**config.mk**
```make
export PLATFORM = sky130hd
export DESIGN_NAME = vram_cycle_ctrl
export DESIGN_NICKNAME = d
export VERILOG_FILES = /design/src/rtl/vcd_pkg.sv /design/src/rtl/vcd_fall_det.sv /design/src/rtl/vcd_decode.sv /design/src/rtl/vcd_regs.sv /design/src/rtl/vram_cycle_ctrl.sv
export SDC_FILE = /design/constraint.sdc
export NUM_CORES = 1
export LEC_CHECK = 0
export CORE_MARGIN = 8
export CORE_UTILIZATION = 48
export DETAILED_ROUTE_END_ITERATION = 8
export GPL_TIMING_DRIVEN = 0
export PLACE_DENSITY = 0.9
export SLEW_MARGIN = 20
export SYNTH_ARGS = -nofsm -noshare
export SYNTH_HDL_FRONTEND = slang
export SYNTH_SLANG_ARGS = --single-unit
```
**constraint.sdc**
```tcl
create_clock -name clk -period 3.2 [get_ports clk]
set_clock_uncertainty 0.1 [all_clocks]
set_input_delay 0.64 -clock clk [delete_from_list [all_inputs] [get_ports clk]]
set_output_delay 0.64 -clock clk [all_outputs]
set_load 0.05 [all_outputs]
```
**src/rtl/vcd_pkg.sv**
```systemverilog
package vcd_pkg;

  typedef enum logic [4:0] {
    C_NONE      = 5'd0,
    C_REF_STOP  = 5'd1,
    C_REF_RST   = 5'd2,
    C_REF_PLAIN = 5'd3,
    C_OPTION    = 5'd4,
    C_XW_MASK   = 5'd5,
    C_XW_SPLIT  = 5'd6,
    C_XR        = 5'd7,
    C_XR_SPLIT  = 5'd8,
    C_RW_MASK   = 5'd9,
    C_BLK_MASK  = 5'd10,
    C_RW        = 5'd11,
    C_BLK       = 5'd12,
    C_FLASH     = 5'd13,
    C_LD_MASK   = 5'd14,
    C_LD_COLOR  = 5'd15,
    C_ILLEGAL   = 5'd31
  } cyc_e;

  // Pin pattern captured at the row-strobe fall.
  typedef struct packed {
    logic cas;  // column strobe level
    logic oe;   // transfer / output-enable level
    logic we;   // merged write-enable level
    logic f1;   // special-function flag
    logic f2;   // reserved flag
  } rowop_t;

  typedef enum logic [1:0] {
    PH_IDLE = 2'd0,
    PH_COL  = 2'd1,
    PH_HOLD = 2'd2
  } phase_e;

  // The cycle is resolved only at the column fall.
  function automatic logic op_needs_col(rowop_t op);
    return !op.f2 && op.cas && op.oe && !(!op.we && op.f1);
  endfunction

  // Row-time patterns that apply the write mask.
  function automatic logic op_masked(rowop_t op);
    return !op.f2 && op.cas && !op.we;
  endfunction

  function automatic logic code_masked(cyc_e c);
    return (c == C_XW_MASK) || (c == C_XW_SPLIT) || (c == C_RW_MASK) ||
           (c == C_BLK_MASK) || (c == C_FLASH);
  endfunction

  function automatic logic code_color(cyc_e c);
    return (c == C_BLK_MASK) || (c == C_BLK) || (c == C_FLASH);
  endfunction

  function automatic logic code_refresh(cyc_e c);
    return (c == C_REF_STOP) || (c == C_REF_RST) || (c == C_REF_PLAIN);
  endfunction

endpackage

```
**src/rtl/vcd_fall_det.sv**
```systemverilog
module vcd_fall_det #(
  parameter int N = 2
) (
  input  logic         clk,
  input  logic         rst_n,
  input  logic [N-1:0] lvl_n,
  output logic [N-1:0] fall
);
  logic [N-1:0] prev_q;

  for (genvar i = 0; i < N; i++) begin : g_lane
    always_ff @(posedge clk) begin
      if (!rst_n) prev_q[i] <= 1'b1;
      else        prev_q[i] <= lvl_n[i];
    end
    assign fall[i] = prev_q[i] & ~lvl_n[i];
  end
endmodule

```
**src/rtl/vcd_decode.sv**
```systemverilog
module vcd_decode
  import vcd_pkg::*;
(
  input  rowop_t op,
  input  logic   col_f1,
  output cyc_e   code
);
  always_comb begin
    code = C_ILLEGAL;
    if (op.f2) begin
      code = C_ILLEGAL;
    end else if (!op.cas) begin
      unique case ({op.we, op.f1})
        2'b01:   code = C_REF_STOP;
        2'b10:   code = C_REF_RST;
        2'b11:   code = C_REF_PLAIN;
        default: code = op.oe ? C_ILLEGAL : C_OPTION;
      endcase
    end else if (!op.oe) begin
      unique case ({op.we, op.f1})
        2'b00:   code = C_XW_MASK;
        2'b01:   code = C_XW_SPLIT;
        2'b10:   code = C_XR;
        default: code = C_XR_SPLIT;
      endcase
    end else begin
      unique case ({op.we, op.f1})
        2'b01:   code = C_FLASH;
        2'b00:   code = col_f1 ? C_BLK_MASK : C_RW_MASK;
        2'b10:   code = col_f1 ? C_BLK : C_RW;
        default: code = col_f1 ? C_LD_COLOR : C_LD_MASK;
      endcase
    end
  end
endmodule

```
**src/rtl/vcd_regs.sv**
```systemverilog
module vcd_regs
  import vcd_pkg::*;
#(
  parameter int DW  = 16,
  parameter int RCW = 9
) (
  input  logic           clk,
  input  logic           rst_n,
  input  logic           row_fire,
  input  cyc_e           row_code,
  input  logic           row_masked,
  input  logic           col_fire,
  input  cyc_e           col_code,
  input  logic [DW-1:0]  din,
  output logic [DW-1:0]  mask_q,
  output logic           persist_q,
  output logic [DW-1:0]  color_q,
  output logic           stop_q,
  output logic [RCW-1:0] ref_q
);
  localparam logic [RCW-1:0] REF_ONE = RCW'(1);

  always_ff @(posedge clk) begin
    if (!rst_n) begin
      mask_q    <= '0;
      persist_q <= 1'b0;
      color_q   <= '0;
      stop_q    <= 1'b0;
      ref_q     <= '0;
    end else begin
      if (row_fire) begin
        // First masked cycle captures the mask; later ones reuse it.
        if (row_masked && !persist_q) begin
          mask_q    <= din;
          persist_q <= 1'b1;
        end
        if (code_refresh(row_code)) ref_q <= ref_q + REF_ONE;
        if (row_code == C_REF_STOP) stop_q <= 1'b1;
        if (row_code == C_REF_RST) begin
          mask_q    <= '0;
          persist_q <= 1'b0;
          stop_q    <= 1'b0;
        end
      end
      if (col_fire) begin
        if (col_code == C_LD_MASK) begin
          mask_q    <= din;
          persist_q <= 1'b1;
        end
        if (col_code == C_LD_COLOR) color_q <= din;
      end
    end
  end
endmodule

```
**src/rtl/vram_cycle_ctrl.sv**
```systemverilog
module vram_cycle_ctrl
  import vcd_pkg::*;
#(
  parameter int DW  = 16,
  parameter int RCW = 9
) (
  input  logic           clk,
  input  logic           rst_n,
  input  logic           row_stb_n,
  input  logic           col_stb_n,
  input  logic           xfer_oe_n,
  input  logic           wr_hi_n,
  input  logic           wr_lo_n,
  input  logic           func_flag,
  input  logic           func_flag_rsv,
  input  logic [DW-1:0]  pin_data,
  output logic           cyc_valid,
  output logic [4:0]     cyc_code,
  output logic           cyc_illegal,
  output logic           mask_active,
  output logic [DW-1:0]  write_mask,
  output logic [DW-1:0]  bit_wr_en,
  output logic [DW-1:0]  wr_data,
  output logic [DW-1:0]  color,
  output logic           persist,
  output logic           boundary_on,
  output logic [RCW-1:0] refresh_row
);
  localparam int HALF = DW / 2;

  logic [1:0] fall;
  logic       row_fall, col_fall, col_fire;
  rowop_t     live_op, op_q;
  cyc_e       row_code, col_code, code_q;
  phase_e     phase_q;
  logic       valid_q;
  logic [1:0] be_q;
  logic [DW-1:0] data_q;
  logic [DW-1:0] mask_sel;

  vcd_fall_det #(.N(2)) u_fall (
    .clk   (clk),
    .rst_n (rst_n),
    .lvl_n ({row_stb_n, col_stb_n}),
    .fall  (fall)
  );
  assign row_fall = fall[1];
  assign col_fall = fall[0];

  assign live_op = '{cas: col_stb_n, oe: xfer_oe_n, we: wr_hi_n & wr_lo_n,
                     f1: func_flag, f2: func_flag_rsv};

  vcd_decode u_dec_row (.op(live_op), .col_f1(1'b0),      .code(row_code));
  vcd_decode u_dec_col (.op(op_q),    .col_f1(func_flag), .code(col_code));

  assign col_fire = (phase_q == PH_COL) && col_fall && !row_stb_n;

  always_ff @(posedge clk) begin
    if (!rst_n) begin
      phase_q <= PH_IDLE;
      valid_q <= 1'b0;
      code_q  <= C_NONE;
      op_q    <= '0;
      be_q    <= 2'b00;
      data_q  <= '0;
    end else if (row_stb_n) begin
      phase_q <= PH_IDLE;
      valid_q <= 1'b0;
      code_q  <= C_NONE;
    end else if (row_fall) begin
      op_q   <= live_op;
      data_q <= pin_data;
      if (op_needs_col(live_op)) begin
        phase_q <= PH_COL;
        valid_q <= 1'b0;
        code_q  <= C_NONE;
      end else begin
        phase_q <= PH_HOLD;
        valid_q <= 1'b1;
        code_q  <= row_code;
        be_q    <= ~{wr_hi_n, wr_lo_n};
      end
    end else if (col_fire) begin
      phase_q <= PH_HOLD;
      valid_q <= 1'b1;
      code_q  <= col_code;
      data_q  <= pin_data;
      be_q    <= ~{wr_hi_n, wr_lo_n};
    end
  end

  vcd_regs #(.DW(DW), .RCW(RCW)) u_regs (
    .clk        (clk),
    .rst_n      (rst_n),
    .row_fire   (row_fall),
    .row_code   (row_code),
    .row_masked (op_masked(live_op)),
    .col_fire   (col_fire),
    .col_code   (col_code),
    .din        (pin_data),
    .mask_q     (write_mask),
    .persist_q  (persist),
    .color_q    (color),
    .stop_q     (boundary_on),
    .ref_q      (refresh_row)
  );

  assign cyc_valid   = valid_q;
  assign cyc_code    = code_q;
  assign cyc_illegal = valid_q && (code_q == C_ILLEGAL);
  assign mask_active = valid_q && code_masked(code_q);
  assign mask_sel    = mask_active ? write_mask : {DW{1'b1}};

  always_comb begin
    bit_wr_en = '0;
    wr_data   = '0;
    if (valid_q) begin
      bit_wr_en = mask_sel & {{HALF{be_q[1]}}, {HALF{be_q[0]}}};
      wr_data   = code_color(code_q) ? color : data_q;
    end
  end
endmodule

```
==> results.py <==
metrics = {
    "logic_synthesis": {
        "synthArstFlopShare": 0,
        "syn_avg_cell_area_um2": 8.42,
        "ys.flop_type": "dfxtp_1",
        "yosysUniqueCellTypes": 57,
        "syn_nets": 497,
        "synth_edf_count": 0,
        "synth-seq-cells": 75,
        "synthCells": 463,
        "synth_area_mm2": 0.00390,
        "ys_seq_area_frac": 0.385,
        "yosys_warnings": 0,
    },
    "min_path": {
        "min_from": "data_q[15]$_SDFFE_PN0P_",
        "hold_path_class": "register to register",
    },
    "placement": {
        "post-place-ws_ps": -506,
        "dp_cells": 674,
        "portBuffers": 106,
        "dp_hpwl_um": 9390,
        "postPlaceCellArea_mm2": 0.00512,
        "gp_congestion": 0.887,
    },
    "clock_tree": {
        "cts-hold-fix-buffers": 0,
        "clock_tree.root_cell": "clkbuf_8",
        "clock_latency_ps": 350,
        "h-tree-depth": 3,
        "cts.reportedPaths.clkPinSlew_ps": 90,
        "clock-sinks": 75,
        "cts_tree": "yes",
        "clock_path_buffers": 2,
        "numCtsBuffers": 9,
    },
    "power_and_ir_drop": {
        "powerDensity_mw_per_mm2": 387,
        "power_mw": 2.07,
        "vdd_drop_max_mv": 0.251,
        "leakage_nw": 2.29,
    },
    "critical_path": {
        "worstSetupStartpointType": "input port",
        "cpPeakStageDelay_ps": 770,
        "r2r-start": "op_q[1]$_SDFFE_PN0P_",
        "critPathKind": "input port to register",
        "cp-end-kind": "register",
        "path_buf_inv": 2,
        "critPathMaxFanout": 10,
        "cp_cell_sequence": "clkdlybuf4s50_1, nor3b_1, nor4b_4, a21oi_4, a32o_2, buf_6, a221o_1",
        "crit_start": "func_flag_rsv",
        "required_ps": 3350,
        "crit_family": "simple AND/OR/NAND/NOR gates",
        "critical_path.slowest_cell": "nor3b_1",
        "cp.arrival_ps": 3300,
    },
    "detailed_routing": {
        "drt_iter0_drc": 262,
        "first_pass_iters": 6,
        "via_count": 4074,
        "ant_nets": 0,
        "wirelength_um": 12600,
        "drc": 0,
        "vias_per_cell": 5.90,
        "wl_per_cell_um": 18.3,
    },
    "global_routing": {
        "antenna_found_initial": 0,
        "grt_pass1_wl_um": 20100,
        "grt_max_degree": 16,
        "grt_overflow_total": 0,
        "grtUsageTotal": 0.220,
        "grt_pass1_vias": 3893,
    },
    "final_layout": {
        "design_area_mm2": 0.00534,
        "fill_cells": 643,
        "diodes": 0,
        "fin_cells": 690,
        "final_common_cell": "dfxtp_1",
        "area_growth_pct": 37.0,
        "drive_above_1_share": 0.109,
        "nets": 614,
        "final_cell_mix": "dfxtp_1, clkdlybuf4s50_1, nand2_1",
    },
    "flow_run": {
        "cap_violations": 0,
    },
    "outcome": {
        "outcome": "completed",
    },
    "sta": {
        "fmax_ghz": 0.317,
        "hold_viol_final": 0,
        "slew_violations": 0,
        "rsz0062_at_grt": "false",
        "timing.hold.ws_ps": 357,
        "slew_headroom": 0.432,
        "setup_ws_ps": 48.9,
        "worstMarginPinSlew_ps": 850,
        "min_period_over_period": 0.985,
        "setup_viol": 0,
        "period_minus_slack_ps": 3150,
    },
    "floorplan": {
        "rows": 33,
        "initial_core_util": 0.484,
        "dieWidth_um": 106,
        "core_area_mm2": 0.00805,
        "dieArea_mm2": 0.0113,
        "die_h_um": 106,
        "pin_count": 108,
    },
}
-- stage by stage --
stage / TNS, ps / util
finish: 0 / 0.663
global route: 0 / 0.663
CTS: 0 / 0.658
detailed placement: -12200 / 0.635
global placement: -9430 / 0.635
floorplan: 0 / -
-- synth_stat cells (all sizes together), types with 2 or more instances --
| cell | instances | area [µm²] |
|---|---|---|
| a211oi | 6 | 45.0 |
| nand3 | 23 | 115 |
| nand2b | 10 | 62.6 |
| nor2 | 34 | 128 |
| clkbuf | 24 | 90.1 |
| o311ai | 2 | 25.0 |
| a221o | 16 | 160 |
| and2 | 5 | 31.3 |
| inv | 11 | 41.3 |
| nor2b | 5 | 31.3 |
| nand2 | 55 | 209 |
| a21oi | 52 | 264 |
| nand4 | 2 | 12.5 |
| a21o | 4 | 30.0 |
| o21a | 16 | 120 |
| buf | 9 | 68.8 |
| xnor2 | 2 | 17.5 |
| and3b | 3 | 26.3 |
| ha | 9 | 113 |
| o2111ai | 2 | 17.5 |
| and3 | 19 | 120 |
| a221oi | 3 | 26.3 |
| or2 | 2 | 12.5 |
| mux2i | 23 | 230 |
| o21ai | 23 | 115 |
| dfxtp | 75 | 1500 |
| nor3 | 3 | 15.0 |
| or2b | 2 | 15.0 |
| o211ai | 2 | 15.0 |
| a2111oi | 2 | 42.5 |
-- cell type report --
class | instances | area (µm²) | share of cell area
inverter | 11 | 41.3 | 0.00773
buffer | 31 | 154 | 0.0288
sequential | 75 | 1500 | 0.281
clock inverter | 7 | 58.8 | 0.0110
clock buffer | 9 | 124 | 0.0232
tap | 105 | 131 | 0.0246
timing repair buffer | 108 | 1090 | 0.204
multi-input combinational | 344 | 2240 | 0.419
-- per-layer routing --
| metal | vias up | track usage | share of wire |
|---|---|---|---|
| met5 | - | 0 | 0 |
| met4 | 0 | 0.106 | 0.034 |
| met3 | 40 | 0.0526 | 0.076 |
| met2 | 207 | 0.371 | 0.49 |
| met1 | 1919 | 0.256 | 0.40 |
| li1 | 1908 | - | - |
-- flip-flops by register name, summed over array words and instances (netlist names) --
register,cells
op_q,5
cyc_code,5
phase_q,2
be_q,2
u_regs.mask_q,16
u_regs.color_q,16
u_regs.stop_q,1
u_regs.ref_q,9
data_q,16
u_regs.persist_q,1
u_fall.prev_q,2
-- worst register-to-register path, cell delays in order (launching register included) --
cell,delay [ps]
dfxtp_1,470
inv_1,110
ha_1,260
nor2b_1,160
a21oi_1,320
o2111ai_2,410
o221a_2,500
buf_4,200
a221o_1,350
-- report_power, final --
part / internal (mW) / switching [mW] / total (mW)
registers: 0.967 / 0.0299 / 0.997
clock network: 0.295 / 0.388 / 0.683
logic: 0.136 / 0.253 / 0.390
total: 1.40 / 0.671 / 2.07
-- path summary, 6_finish.rpt --
check,end,slack [ps],cells after the start
max reg2reg,u_regs.mask_q[7]$_SDFF_PN0_,250,8
min reg2reg,data_q[15]$_SDFFE_PN0P_,360,2
min,data_q[15]$_SDFFE_PN0P_,360,2
max,u_regs.mask_q[7]$_SDFF_PN0_,50,7
-- repair_timing --
item,CTS,global route
endpoints found under the setup margin,43,23
pin swaps,0,2
resized for setup,43,17
setup buffers,1,1
-- logic make-up after synthesis --
| group | after synthesis | synth area share |
|---|---|---|
| buffers and inverters | 44 | 0.0513 |
| AOI/OAI and AO/OA | 138 | 0.246 |
| adders and majority gates | 9 | 0.0289 |
| and+or+nand+nor | 171 | 0.222 |
| xor gates and xnor gates | 2 | 0.00449 |
| muxes | 24 | 0.0619 |
| DFF | 75 | 0.385 |
Note: power is estimated with default switching activity, not from simulation.
